**config.mk**
```make
export PLATFORM = sky130hd
export DESIGN_NAME = strobe_byte_writer
export DESIGN_NICKNAME = d
export VERILOG_FILES = /design/src/rtl/sbw_pkg.sv /design/src/rtl/sbw_rdy_sync.sv /design/src/rtl/sbw_cycle_timer.sv /design/src/rtl/strobe_byte_writer.sv
export SDC_FILE = /design/constraint.sdc
export NUM_CORES = 1
export LEC_CHECK = 0
export BUFFER_PORTS_ARGS = -buffer_cell sky130_fd_sc_hd__buf_2
export CAP_MARGIN = 20
export CORE_UTILIZATION = 40
export CTS_CLUSTER_DIAMETER = 120
export DETAILED_ROUTE_END_ITERATION = 10
export PLACE_DENSITY = 0.61
export SLEW_MARGIN = 20
export SYNTH_ARGS = -nofsm -noshare
export SYNTH_HDL_FRONTEND = slang
export SYNTH_SLANG_ARGS = --single-unit
```
**constraint.sdc**
```tcl
create_clock -name clk -period 2.45 [get_ports clk]
set_input_delay 0.3675 -clock clk [delete_from_list [all_inputs] [get_ports clk]]
set_output_delay 0.3675 -clock clk [all_outputs]
set_load 0.01 [all_outputs]
```
**src/rtl/sbw_pkg.sv**
```systemverilog
package sbw_pkg;

  typedef enum logic [2:0] {
    ST_IDLE  = 3'd0,
    ST_WAIT  = 3'd1,
    ST_SETUP = 3'd2,
    ST_LOW   = 3'd3,
    ST_HIGH  = 3'd4,
    ST_NEXT  = 3'd5,
    ST_DROP  = 3'd6
  } wr_state_t;

endpackage

```
**src/rtl/sbw_rdy_sync.sv**
```systemverilog
module sbw_rdy_sync #(
  parameter int STAGES = 2
) (
  input  logic clk,
  input  logic rst_n,
  input  logic peer_ready_n,
  output logic ready
);
  logic [STAGES-1:0] chain_q;

  generate
    if (STAGES == 1) begin : g_one
      always_ff @(posedge clk or negedge rst_n) begin
        if (!rst_n) chain_q <= '0;
        else        chain_q <= ~peer_ready_n;
      end
    end else begin : g_many
      always_ff @(posedge clk or negedge rst_n) begin
        if (!rst_n) chain_q <= '0;
        else        chain_q <= {chain_q[STAGES-2:0], ~peer_ready_n};
      end
    end
  endgenerate

  assign ready = chain_q[STAGES-1];
endmodule

```
**src/rtl/sbw_cycle_timer.sv**
```systemverilog
module sbw_cycle_timer #(
  parameter int W = 8
) (
  input  logic         clk,
  input  logic         rst_n,
  input  logic         load,
  input  logic [W-1:0] load_val,
  input  logic         dec,
  output logic         zero
);
  logic [W-1:0] cnt_q;

  always_ff @(posedge clk or negedge rst_n) begin
    if (!rst_n)    cnt_q <= '0;
    else if (load) cnt_q <= load_val;
    else if (dec)  cnt_q <= cnt_q - 1'b1;
  end

  assign zero = (cnt_q == '0);
endmodule

```
**src/rtl/strobe_byte_writer.sv**
```systemverilog
module strobe_byte_writer
  import sbw_pkg::*;
#(
  parameter int DATA_W      = 8,
  parameter int PULSE_CYC   = 400,
  parameter int GAP_CYC     = 400,
  parameter int TIMEOUT_CYC = 200000,
  parameter int SYNC_STAGES = 2
) (
  input  logic              clk,
  input  logic              rst_n,
  input  logic              in_valid,
  output logic              in_ready,
  input  logic [DATA_W-1:0] in_data,
  input  logic              in_first,
  input  logic              in_last,
  output logic [DATA_W-1:0] bus_data,
  output logic              wr_strobe_n,
  input  logic              peer_ready_n,
  output logic              timeout_err
);
  localparam int MAX_PG = (PULSE_CYC > GAP_CYC) ? PULSE_CYC : GAP_CYC;
  localparam int MAX_C  = (MAX_PG > TIMEOUT_CYC) ? MAX_PG : TIMEOUT_CYC;
  localparam int CNT_W  = $clog2(MAX_C + 1);

  localparam logic [CNT_W-1:0] TMO_LD   = CNT_W'(TIMEOUT_CYC - 1);
  localparam logic [CNT_W-1:0] PULSE_LD = CNT_W'(PULSE_CYC - 1);
  localparam logic [CNT_W-1:0] GAP_LD   = CNT_W'(GAP_CYC - 1);

  wr_state_t         st_q, st_d;
  logic [DATA_W-1:0] bus_q;
  logic              last_q;
  logic              err_q;
  logic              peer_rdy;
  logic              tmr_load, tmr_dec, tmr_zero;
  logic [CNT_W-1:0]  tmr_val;
  logic              take, set_err;

  sbw_rdy_sync #(.STAGES(SYNC_STAGES)) u_sync (
    .clk          (clk),
    .rst_n        (rst_n),
    .peer_ready_n (peer_ready_n),
    .ready        (peer_rdy)
  );

  sbw_cycle_timer #(.W(CNT_W)) u_timer (
    .clk      (clk),
    .rst_n    (rst_n),
    .load     (tmr_load),
    .load_val (tmr_val),
    .dec      (tmr_dec),
    .zero     (tmr_zero)
  );

  always_comb begin
    st_d     = st_q;
    tmr_load = 1'b0;
    tmr_val  = '0;
    tmr_dec  = 1'b0;
    in_ready = 1'b0;
    take     = 1'b0;
    set_err  = 1'b0;
    unique case (st_q)
      ST_IDLE: begin
        in_ready = 1'b1;
        if (in_valid && in_first) begin
          take     = 1'b1;
          tmr_load = 1'b1;
          tmr_val  = TMO_LD;
          st_d     = ST_WAIT;
        end
      end
      ST_WAIT: begin
        if (peer_rdy) begin
          st_d = ST_SETUP;
        end else if (tmr_zero) begin
          set_err = 1'b1;
          st_d    = last_q ? ST_IDLE : ST_DROP;
        end else begin
          tmr_dec = 1'b1;
        end
      end
      ST_SETUP: begin
        tmr_load = 1'b1;
        tmr_val  = PULSE_LD;
        st_d     = ST_LOW;
      end
      ST_LOW: begin
        if (tmr_zero) begin
          tmr_load = 1'b1;
          tmr_val  = GAP_LD;
          st_d     = ST_HIGH;
        end else begin
          tmr_dec = 1'b1;
        end
      end
      ST_HIGH: begin
        if (tmr_zero) st_d = last_q ? ST_IDLE : ST_NEXT;
        else          tmr_dec = 1'b1;
      end
      ST_NEXT: begin
        in_ready = 1'b1;
        if (in_valid) begin
          take = 1'b1;
          st_d = ST_SETUP;
        end
      end
      ST_DROP: begin
        in_ready = 1'b1;
        if (in_valid && in_last) st_d = ST_IDLE;
      end
      default: st_d = ST_IDLE;
    endcase
  end

  always_ff @(posedge clk or negedge rst_n) begin
    if (!rst_n) begin
      st_q   <= ST_IDLE;
      bus_q  <= '0;
      last_q <= 1'b0;
      err_q  <= 1'b0;
    end else begin
      st_q <= st_d;
      if (take) begin
        bus_q  <= in_data;
        last_q <= in_last;
      end
      if (set_err) err_q <= 1'b1;
    end
  end

  assign bus_data    = bus_q;
  assign wr_strobe_n = (st_q != ST_LOW);
  assign timeout_err = err_q;
endmodule

```
Word level (Yosys, flattened, before mapping)
Index checks and enable logic that the tools add are counted.
{ "totals": {"latch_bits": 0, "out_inout_bits": 11, "in_bits": 14, "reg_bits": 33, "romBits": 0, "mem_count": 0, "ramBits": 0} }
{ "op_classes": {"multipliers": 0, "add_sub_neg": 1, "order_cmp": 0, "eq_ne": 13, "n_div": 0, "muxes": 26, "n_bitwise": 1, "shift": 0, "n_reduce_logical": 8} }
{ "op_table": {"columns": ["cell", "count"], "rows": [
  ["18-bit two-way mux", 3],
  ["18-bit case mux with 3 select lines", 1],
  ["3-bit two-way mux", 9],
  ["3-bit case mux with 7 select lines", 1],
  ["18-bit logical NOT", 1],
  ["18-bit by 1-bit subtractor with 18-bit output, second input constant", 1],
  ["2-bit inequality test, second input constant", 5],
  ["3-bit equality test, second input constant", 3],
  ["9-bit two-way mux", 1],
  ["1-bit two-way mux", 8],
  ["3-bit by 2-bit equality test with 1-bit output, second input constant", 2],
  ["3-bit by 2-bit inequality test with 1-bit output, second input constant", 2],
  ["6-bit AND reduction", 1],
  ["1-bit case mux with 2 select lines", 2],
  ["3-bit by 1-bit equality test with 1-bit output, second input constant", 1],
  ["3-bit logical NOT", 1],
  ["1-bit case mux with 3 select lines", 1],
  ["3-bit OR reduction", 1],
  ["1-bit logical AND", 2],
  ["2-bit nonzero test", 1],
  ["2-bit OR reduction", 1],
  ["1-bit inverter", 1]
]} }

Logic depth before layout (Yosys ltp)
Gate-level depths: netlist of the first run.
{ "depth": {"ltp_word": 6, "ltp_mapped": 7} }

Hierarchy
From an unflattened synthesis of the first run, not the netlist that was laid out.
{ "hier_totals": {"cells_unflattened": 195, "hier_area_um2": 1855.5} }
{ "modules_own_cells": {"columns": ["module", "cells_per_inst", "seq_area_each_um2", "n_inst", "area_each_um2"], "rows": [
  ["sbw_cycle_timer", 120, 450.4, 1, 1037.2],
  ["strobe_byte_writer", 72, 325.3, 1, 764.5],
  ["sbw_rdy_sync", 3, 50.0, 1, 53.8]
]} }

Least setup slack after synthesis of the first run
Ideal clock, no wire load.
{ "synth_path": {"path_type": "register -> register", "startpoint": "register u_timer.cnt_q[0]", "endpoint": "register st_q[2]", "setup_slack_ps": 564, "required_ps": 2325, "arrival_time_ps": 1761, "path_buffers": 0, "setup_ps": 125, "path_stages_with_launch": 8, "path_cell_list": "dfrtp_1 > inv_1 > ha_1 > nor3b_2 > nand2_2 > o21ai_4 > o221ai_2 > mux2_4"} }
{ "synth_via": {"elab_chain_cells": 3} }
{ "synth_lines": {"columns": ["element", "line", "rtl"], "rows": [
  ["from (decl)", "sbw_cycle_timer.sv:11", "logic [W-1:0] cnt_q;"],
  ["from (signal assigned)", "sbw_cycle_timer.sv:15", "else if (load) cnt_q <= load_val;"],
  ["from (signal assigned)", "sbw_cycle_timer.sv:16", "else if (dec) cnt_q <= cnt_q - 1'b1;"],
  ["18-bit logical NOT *", "sbw_cycle_timer.sv:19", "assign zero = (cnt_q == '0);"],
  ["3-bit by 2-bit inequality test with 1-bit output (no source line) or 2-bit inequality test (tied branches)", null, null],
  ["6-bit AND reduction (no source line) *", null, null],
  ["to (signal assigned)", "strobe_byte_writer.sv:123", "st_q <= st_d;"],
  ["to (decl)", "strobe_byte_writer.sv:30", "wr_state_t st_q, st_d;"]
]} }
Mark *: on every way between the ends. The rest lies on a longest branch, timed or not.
A chain may end at the register's enable or synchronous reset.

Worst setup path after layout of the first run
Ends and elaborated chain as after synthesis.

==> results of run 1 <==
## metal layers
metal | GRT usage, % | wire [µm] | share of wire [%]
met5 | 0 | 0 | 0
met4 | 4.667 | 56 | 1.4
met2 | 29.13 | 1906 | 48
met1 | 22.34 | 1739 | 44
met3 | 4.070 | 250 | 6.3
## synth_stat cells, types with 4 or more instances
library cell,instances
a21oi_1,6
a31oi_1,4
dfrtp_1,33
inv_1,6
mux2_2,9
nand2_1,15
nand2b_1,6
nand3_1,4
nand4_1,4
nor2_1,14
nor3_1,4
o21ai_0,4
or4_1,4
xnor2_1,5
xor2_1,5
## flip-flops by register name (all words and copies together), names as in the netlist
name / cells
bus_data: 8
u_timer.cnt_q: 18
u_sync.chain_q: 2
st_q: 3
last_q: 1
timeout_err: 1
## final cells by class
type	count	area share, %
repair buffers	28	7.034
multi-input cells	130	44.78
clock inverters	3	2.169
inverters	6	1.055
flip-flops and latches	33	38.69
well taps	52	3.048
clock buffers	5	3.224
## cell families (layout without fill, tap and decap cells)
family	after synthesis	in the layout
multiplexers	12	12
XOR/XNOR	10	10
adder cells (fa/ha/maj)	1	1
AND/OR/NAND/NOR	70	70
flip-flops	33	33
buffers and inverters	12	42
AO/OA/AOI/OAI	37	37
## power by group
part           switching (µW)  leakage, µW  internal (µW)
Combinational             507     0.000401            443
Clock                     208    0.0000543            304
Sequential                224     0.000399            724
Total                     939     0.000855           1470
## metrics by stage
step / instances / power [µW] / utilization, % / hold slack, ns / worst slack, ns
after detailed placement: 249 / 1906 / 46.06 / 0.3503 / 0.2995
after global placement: 249 / 1872 / 46.06 / 0.3333 / 0.3900
final: 257 / 2410 / 48.69 / 0.1335 / 0.2680
after global routing: 257 / 2575 / 48.69 / 0.2022 / 0.1433
after CTS: 257 / 2425 / 48.69 / 0.1657 / 0.2885
after floorplan: 175 / 1598 / - / 0.07191 / 0.5638
## worst reg2reg max path, cell delays in order, from the launching register on
cell and delay, ns:
dfrtp_1 0.43, inv_1 0.08, ha_1 0.16, nor3b_2 0.34
nand2_2 0.24, o21ai_4 0.31, o221ai_2 0.19, mux2_4 0.32
## how the worst max path moves through the flow
stage	to	startpoint
final	st_q[2]	u_timer.cnt_q[0]
after CTS	st_q[2]	u_timer.cnt_q[0]
after global routing	st_q[2]	u_timer.cnt_q[1]
after detailed placement	st_q[2]	u_timer.cnt_q[0]
after floorplan	st_q[2]	u_timer.cnt_q[0]
after global placement	st_q[2]	u_timer.cnt_q[0]
==> results.tsv, run 1 <==
stage	metric	value	unit
status	outcome	finished clean	
placement	Placed Area	0.002019	mm²
final_layout	share of cells above drive strength 1	28.78	%
route	DR vias/cell	5.716	
final_layout	commonest non-fill, non-tap cell in the layout	dfrtp_1	
worst_setup_path	crit-path max FO	9	
die	Die H	69.65	µm
logic_synthesis	number of enable flip-flop cells after synthesis	0	
logic_synthesis	Post-Syn Nets	190	
worst_setup_path	RR Endpoint	st_q[2]	
worst_setup_path	crit path launch type	register	
die	die area	0.004851	mm²
die	DIE WIDTH	69.65	µm
worst_setup_path	CP max stage delay	0.43	ns
route	Routed WL	3953	µm
sta	clk_skew	0.004286	ns
logic_synthesis	synthesized cell area	0.001831	mm²
global_route	vias in the first global route	1489	
sta	Final Max Tran Viols	0	
logic_synthesis	main combinational cell family by area after synthesis	simple AND/OR/NAND/NOR gates	
logic_synthesis	ys flop type	dfrtp_1	
logic_synthesis	register area share after synthesis	45.11	%
cts	clk_lat worst skew	0.28	ns
logic_synthesis	simple-gate share of the synthesized area	23.17	%
cts	clock buffer count from CTS	5	
worst_setup_path	CP arrival	2.35	ns
route	1st-iter DRT viols	71	
sta	Slew headroom	52.30	%
logic_synthesis	Compound-Gate Fraction of Synth Area	16.13	%
die	Initial Utilization	41.75	%
sta	Final min period	2.182	ns
worst_setup_path	WP data required	2.62	ns
final_layout	register area	825.8	µm²
logic_synthesis	mux cell area share after synthesis	7.450	%
worst_setup_path	family with the most delay on the worst path	simple AND/OR/NAND/NOR gates	
logic_synthesis	Synth area leaders	dfrtp_1, mux2_2, nand2_1	
cts	hold_buf cts	0	
logic_synthesis	fraction of registers with async set/reset	100.0	%
worst_setup_path	RR Startpoint	u_timer.cnt_q[0]	
final_layout	fill cell count	422	
sta	Hold Vio Cnt, Final	0	
logic_synthesis	Avg Inst Size Synth	10.46	µm²
placement	Routability Congestion	0.8803	
power_and_ir_drop	P per Cell Area	1129	mW/mm²
final_layout	most frequent cells in the layout	dfrtp_1, buf_2, nand2_1	
worst_setup_path	worst r2r path cells	7	
die	# IOs	25	
sta	achievable frequency	458.3	MHz
placement	port bufs	24	
logic_synthesis	post-synthesis instance total	175	
route	Avg WL per Cell	15.38	µm
logic_synthesis	leading area contributor after synthesis	dfrtp_1	
cts	Longest Clk Path Bufs	2	
die	FP Rows	24	
die	Core Region	0.004384	mm²
final_layout	final instance area	0.002135	mm²
route	Post-DRT Antenna Nets	0	
worst_setup_path	crit path cell chain	inv_1 > ha_1 > nor3b_2 > nand2_2 > o21ai_4 > o221ai_2 > mux2_4	
sta	Fin Setup TNS	0	ns
job	number of max-cap violations	0	
cts	post_cts resized	0	
cts	root buf cell	clkbuf_8	
logic_synthesis	FF+latch count, synth	33	
global_route	global-route wire length before repair	6748	µm
worst_setup_path	CP Class	reg2reg	
cts	Clk pin slew, worst setup/hold paths	0.07	ns
sta	Tcrit/Tclk final	89.06	%
logic_synthesis	area share of the largest cell type after synthesis	45.11	%
worst_setup_path	Setup crit end kind	register	
final_layout	Multi-input gate area	955.9	µm²
final_layout	nets	219	
route	DRC Markers	0	
sta	RSZ-0062 raised after global routing	no	
global_route	initial antenna violation count	0	
worst_setup_path	Crit-path slowest cell	dfrtp_1	
worst_setup_path	Buffers & Inverters on Critical Path	1	
logic_synthesis	Ys Warns	0	
sta	Final Setup Violations	0	
worst_setup_path	Worst R2R Setup Slack	0.27	ns
final_layout	layout overhead on the synthesized area	16.61	%
route	Via Count	1469	
worst_setup_path	WP depth	7	
global_route	Total GRT Usage	17.30	%
power_and_ir_drop	Pleak	0.0008547	µW
cts	H-tree depth	2	
logic_synthesis	Post-Synth Adder-Cell Area	0.6835	%
cts	post-CTS setup buffers	0	
cts	clock sinks	33	
logic_synthesis	library cells used by synthesis	47	
final_layout	Antenna diodes	0	
global_route	largest net degree at the start of global routing	34	
global_route	total grt overflow	0	
min_path	worst min path class	in2async	
placement	final HPWL from detailed placement	2933	µm
sta	Slew @ Worst Pin	0.7154	ns
route	drt first pass iters	4	
cts	CTS tree	built	
logic_synthesis	Synth Area in XOR/XNOR	4.785	%
power_and_ir_drop	Max IR drop VDD	0.0005730	V
Note: power is estimated with default switching activity, not from simulation.
==> run 2: changes to the inputs <==
BUFFER_PORTS_ARGS = -buffer_cell sky130_fd_sc_hd__buf_4   (was -buffer_cell sky130_fd_sc_hd__buf_2)
==> results.tsv, run 2 (synthesized netlist as in run 1, its figures left out) <==
stage	metric	value	unit
status	outcome	finished clean	
worst_setup_path	worst setup path startpoint	st_q[0]	
final_layout	fill cell count	449	
die	DIE WIDTH	69.65	µm
global_route	vias in the first global route	1544	
final_layout	Antenna diodes	0	
cts	Longest Clk Path Bufs	2	
cts	Clk pin slew, worst setup/hold paths	0.07	ns
worst_setup_path	crit path cell chain	nor2_1 > a22oi_1 > a21oi_1 > a311oi_1 > a311oi_1	
worst_setup_path	CP max stage delay	0.80	ns
route	Post-DRT Antenna Nets	0	
worst_setup_path	crit path launch type	register	
sta	Tcrit/Tclk final	93.28	%
global_route	largest net degree at the start of global routing	34	
final_layout	Post-Route Utilization	49.32	%
route	drt first pass iters	4	
sta	Final Max Tran Viols	0	
final_layout	final instance area	0.002162	mm²
sta	Final Setup Violations	0	
worst_setup_path	Most common cell on crit path	a311oi_1	
cts	hold_buf cts	0	
final_layout	Multi-input gate area	955.9	µm²
die	Initial Utilization	41.75	%
route	DR vias/cell	5.728	
worst_setup_path	WP data required	2.61	ns
worst_setup_path	RR Startpoint	st_q[0]	
die	Core Region	0.004384	mm²
sta	Min Hold Slack	0.006855	ns
placement	final HPWL from detailed placement	2992	µm
placement	Post-Place Cells	249	
worst_setup_path	CP arrival	2.45	ns
sta	Hold Vio Cnt, Final	0	
global_route	Total GRT Usage	18.46	%
cts	clk_lat worst skew	0.29	ns
final_layout	final non-filler cell total	257	
cts	root buf cell	clkbuf_8	
worst_setup_path	crit-path max FO	11	
power_and_ir_drop	Max IR drop VDD	0.0005811	V
die	FP Rows	24	
sta	Final min period	2.285	ns
placement	port bufs	24	
power_and_ir_drop	P per Cell Area	1086	mW/mm²
worst_setup_path	Setup crit end kind	register	
sta	achievable frequency	437.6	MHz
worst_setup_path	CP Class	reg2reg	
final_layout	commonest non-fill, non-tap cell in the layout	dfrtp_1	
cts	H-tree depth	2	
route	1st-iter DRT viols	67	
sta	RSZ-0062 raised after global routing	no	
final_layout	register area	825.8	µm²
job	number of max-cap violations	0	
final_layout	Biggest register	u_timer.cnt_q	
global_route	initial antenna violation count	0	
route	Avg WL per Cell	15.62	µm
global_route	global-route wire length before repair	7079	µm
cts	post_cts resized	0	
cts	clock buffer count from CTS	5	
die	Die H	69.65	µm
sta	Fin Setup TNS	0	ns
worst_setup_path	Crit-path slowest cell	a22oi_1	
sta	Slew headroom	34.10	%
global_route	total grt overflow	0	
cts	clock sinks	33	
placement	Placed Area	0.002079	mm²
cts	CTS tree	built	
sta	Slew @ Worst Pin	0.9886	ns
cts	post-CTS setup buffers	0	
route	Via Count	1472	
power_and_ir_drop	Pleak	0.0008657	µW
final_layout	max reg flops	18	
final_layout	nets	219	
route	DRC Markers	0	
final_layout	layout overhead on the synthesized area	18.11	%
route	Routed WL	4015	µm
die	die area	0.004851	mm²
sta	clk_skew	0.006962	ns
final_layout	most frequent cells in the layout	dfrtp_1, buf_4, nand2_1	
die	# IOs	25	
min_path	worst min path class	in2async	
placement	Routability Congestion	0.8516	
final_layout	share of cells above drive strength 1	28.29	%
-- run 2: where the power goes --
group          total, µW  internal (µW)  switching, µW  leakage [µW]
combinational       1010            488            523      0.000421
sequential           939            725            214      0.000399
clock                398            197            201     0.0000450
-- run 2: cell type report --
| class | instances | share of cell area, % |
|---|---|---|
| clock inverters | 2 | 0.4630 |
| inverters | 6 | 1.042 |
| repair buffers | 28 | 9.722 |
| flip-flops and latches | 33 | 38.19 |
| multi-input cells | 130 | 44.21 |
| clock buffers | 6 | 3.356 |
| well taps | 52 | 3.009 |
-- run 2: routing by layer --
metal | track usage (%) | vias to the layer above | share of wire, %
li1 | - | 698 | -
met1 | 23.21 | 718 | 46
met2 | 30.31 | 47 | 47
met3 | 5.233 | 9 | 5.1
met4 | 6.667 | 0 | 2.1
met5 | 0 | - | 0
-- run 2: critical path, delay by kind of cell, from the launching register on --
family | cells | cell delay, ns
and+or+nand+nor | 1 | 0.13
AOI/OAI and AO/OA | 4 | 1.46
DFF | 1 | 0.57
-- run 2: worst paths after layout --
check / slack (ns) / cells past startpoint / endpoint
setup / recovery: 0.16 / 5 / u_timer.cnt_q[7]
hold / removal: 0.007 / 1 / u_timer.cnt_q[2]
setup reg to reg: 0.16 / 5 / u_timer.cnt_q[7]
hold reg to reg: 0.36 / 0 / u_sync.chain_q[1]
max in group asynchronous: 2.13 / 1 / bus_data[1]
min in group clk: 0.22 / 2 / u_sync.chain_q[0]
-- run 2: through the flow --
step | total power, µW | setup WS (ns)
floorplan | 1598 | 0.5638
global placement | 1923 | 0.2616
detailed placement | 1959 | 0.2120
CTS | 2365 | 0.1996
global route | 2528 | 0.01024
finish | 2348 | 0.1647
==> run 3: changes to the inputs <==
CORE_ASPECT_RATIO = 1.4   (was not set)
==> results.tsv, run 3 (synthesized netlist as in run 1, its figures left out) <==
stage	metric	value	unit
sta	Min Hold Slack	0.006002	ns
die	FP Rows	28	
job	number of max-cap violations	0	
cts	clock buffer count from CTS	5	
cts	clk_lat worst skew	0.29	ns
route	Post-DRT Antenna Nets	0	
route	DR vias/cell	5.645	
route	Via Count	1496	
power_and_ir_drop	combinational share of power	40.7	%
cts	root buf cell	clkbuf_8	
die	die area	0.004855	mm²
die	Initial Utilization	42.48	%
die	Core Region	0.004309	mm²
worst_setup_path	CP Class	reg2reg	
power_and_ir_drop	Pleak	0.0008785	µW
global_route	initial antenna violation count	0	
worst_setup_path	Setup crit end kind	register	
status	outcome	finished clean	
global_route	global-route wire length before repair	6975	µm
cts	Longest Clk Path Bufs	2	
power_and_ir_drop	Max IR drop VDD	0.0006077	V
route	drt first pass iters	4	
power_and_ir_drop	sequential share of power	38.1	%
worst_setup_path	crit-path max FO	17	
global_route	Total GRT Usage	19.76	%
sta	Fin Setup TNS	0	ns
sta	clk_skew	0.008528	ns
cts	post_cts resized	0	
power_and_ir_drop	clock group share of total power	21.2	%
die	Die H	82.04	µm
worst_setup_path	WP data required	2.61	ns
placement	final HPWL from detailed placement	3260	µm
sta	Tcrit/Tclk final	87.49	%
power_and_ir_drop	Net Sw Power	943.7	µW
final_layout	nets	219	
cts	post-CTS setup buffers	0	
sta	Slew @ Worst Pin	0.7907	ns
sta	Final min period	2.144	ns
sta	Hold Vio Cnt, Final	0	
worst_setup_path	worst r2r path cells	5	
cts	clock sinks	33	
power_and_ir_drop	P per Cell Area	1131	mW/mm²
final_layout	Biggest register	u_timer.cnt_q	
final_layout	max reg flops	18	
route	1st-iter DRT viols	55	
route	Routed WL	4217	µm
min_path	worst min path class	in2async	
placement	Routability Congestion	0.8402	
die	DIE WIDTH	59.18	µm
sta	Final Max Tran Viols	0	
final_layout	Antenna diodes	0	
route	DRC Markers	0	
placement	port bufs	24	
sta	achievable frequency	466.5	MHz
worst_setup_path	crit path launch type	register	
final_layout	commonest non-fill, non-tap cell in the layout	dfrtp_1	
cts	hold_buf cts	0	
power_and_ir_drop	internal power	1551	µW
die	# IOs	25	
sta	Final Setup Violations	0	
global_route	total grt overflow	0	
cts	CTS tree	built	
worst_setup_path	CP arrival	2.30	ns
final_layout	share of cells above drive strength 1	28.29	%
global_route	vias in the first global route	1551	
cts	H-tree depth	2	
final_layout	layout overhead on the synthesized area	20.51	%
cts	Clk pin slew, worst setup/hold paths	0.07	ns
power_and_ir_drop	switching share of total power	37.83	%
sta	RSZ-0062 raised after global routing	no	
final_layout	most frequent cells in the layout	dfrtp_1, buf_4, nand2_1	
route	Avg WL per Cell	15.91	µm
sta	Slew headroom	47.29	%
global_route	largest net degree at the start of global routing	34	
[run 3: critical path, cell delays in order (launching register included)]
cell	delay (ns)
dfrtp_1	0.62
nor2b_1	0.11
a22oi_1	0.64
a21oi_1	0.24
a311oi_1	0.32
a311oi_1	0.08
[run 3: final timing paths]
| check | from | to | slack [ns] |
|---|---|---|---|
| min reg2reg | u_sync.chain_q[0] | u_sync.chain_q[1] | 0.36 |
| min in group clk | peer_ready_n | u_sync.chain_q[0] | 0.22 |
| max in group asynchronous | rst_n | u_timer.cnt_q[16] | 2.14 |
| max reg2reg | st_q[2] | u_timer.cnt_q[7] | 0.31 |
| max | st_q[2] | u_timer.cnt_q[7] | 0.31 |
| min | rst_n | u_timer.cnt_q[6] | 0.006 |
[run 3: area by class of cell]
class                      instances  area (µm²)
fill                             403        2103
multi-input combinational        130       955.9
sequential                        33       825.8
timing repair buffer              28       210.2
clock buffer                       7       86.33
tap                               60       75.07
clock inverter                     1       30.03
inverter                           6       22.52
[run 3: routing by layer]
layer	vias up	global-route usage, %	wire, µm
met1	727	20.34	1638
met2	53	35.68	2239
met5	-	0	0
met4	0	11.43	135
met3	13	4.882	204
li1	703	-	-
[run 3: metrics by stage]
stage	power, µW	setup WS (ns)	util [%]	instances	cell area [µm²]
after floorplan	1598	0.5638	-	175	1831
after global placement	1936	0.3771	48.49	257	2090
after detailed placement	1978	0.3447	48.49	257	2090
after CTS	2515	0.3291	51.19	265	2206
after global routing	2658	0.1669	51.19	265	2206
final	2494	0.3065	51.19	265	2206
[run 3: power by group through the flow]
stage	Combinational [µW]	Clock, µW	Sequential, µW
6_report	1020	529	949
5_1_grt	1120	563	979
4_1_cts	1020	540	952
3_5_place_dp	1020	0	961
3_3_place_gp	990	0	946
2_1_floorplan	700	0	898
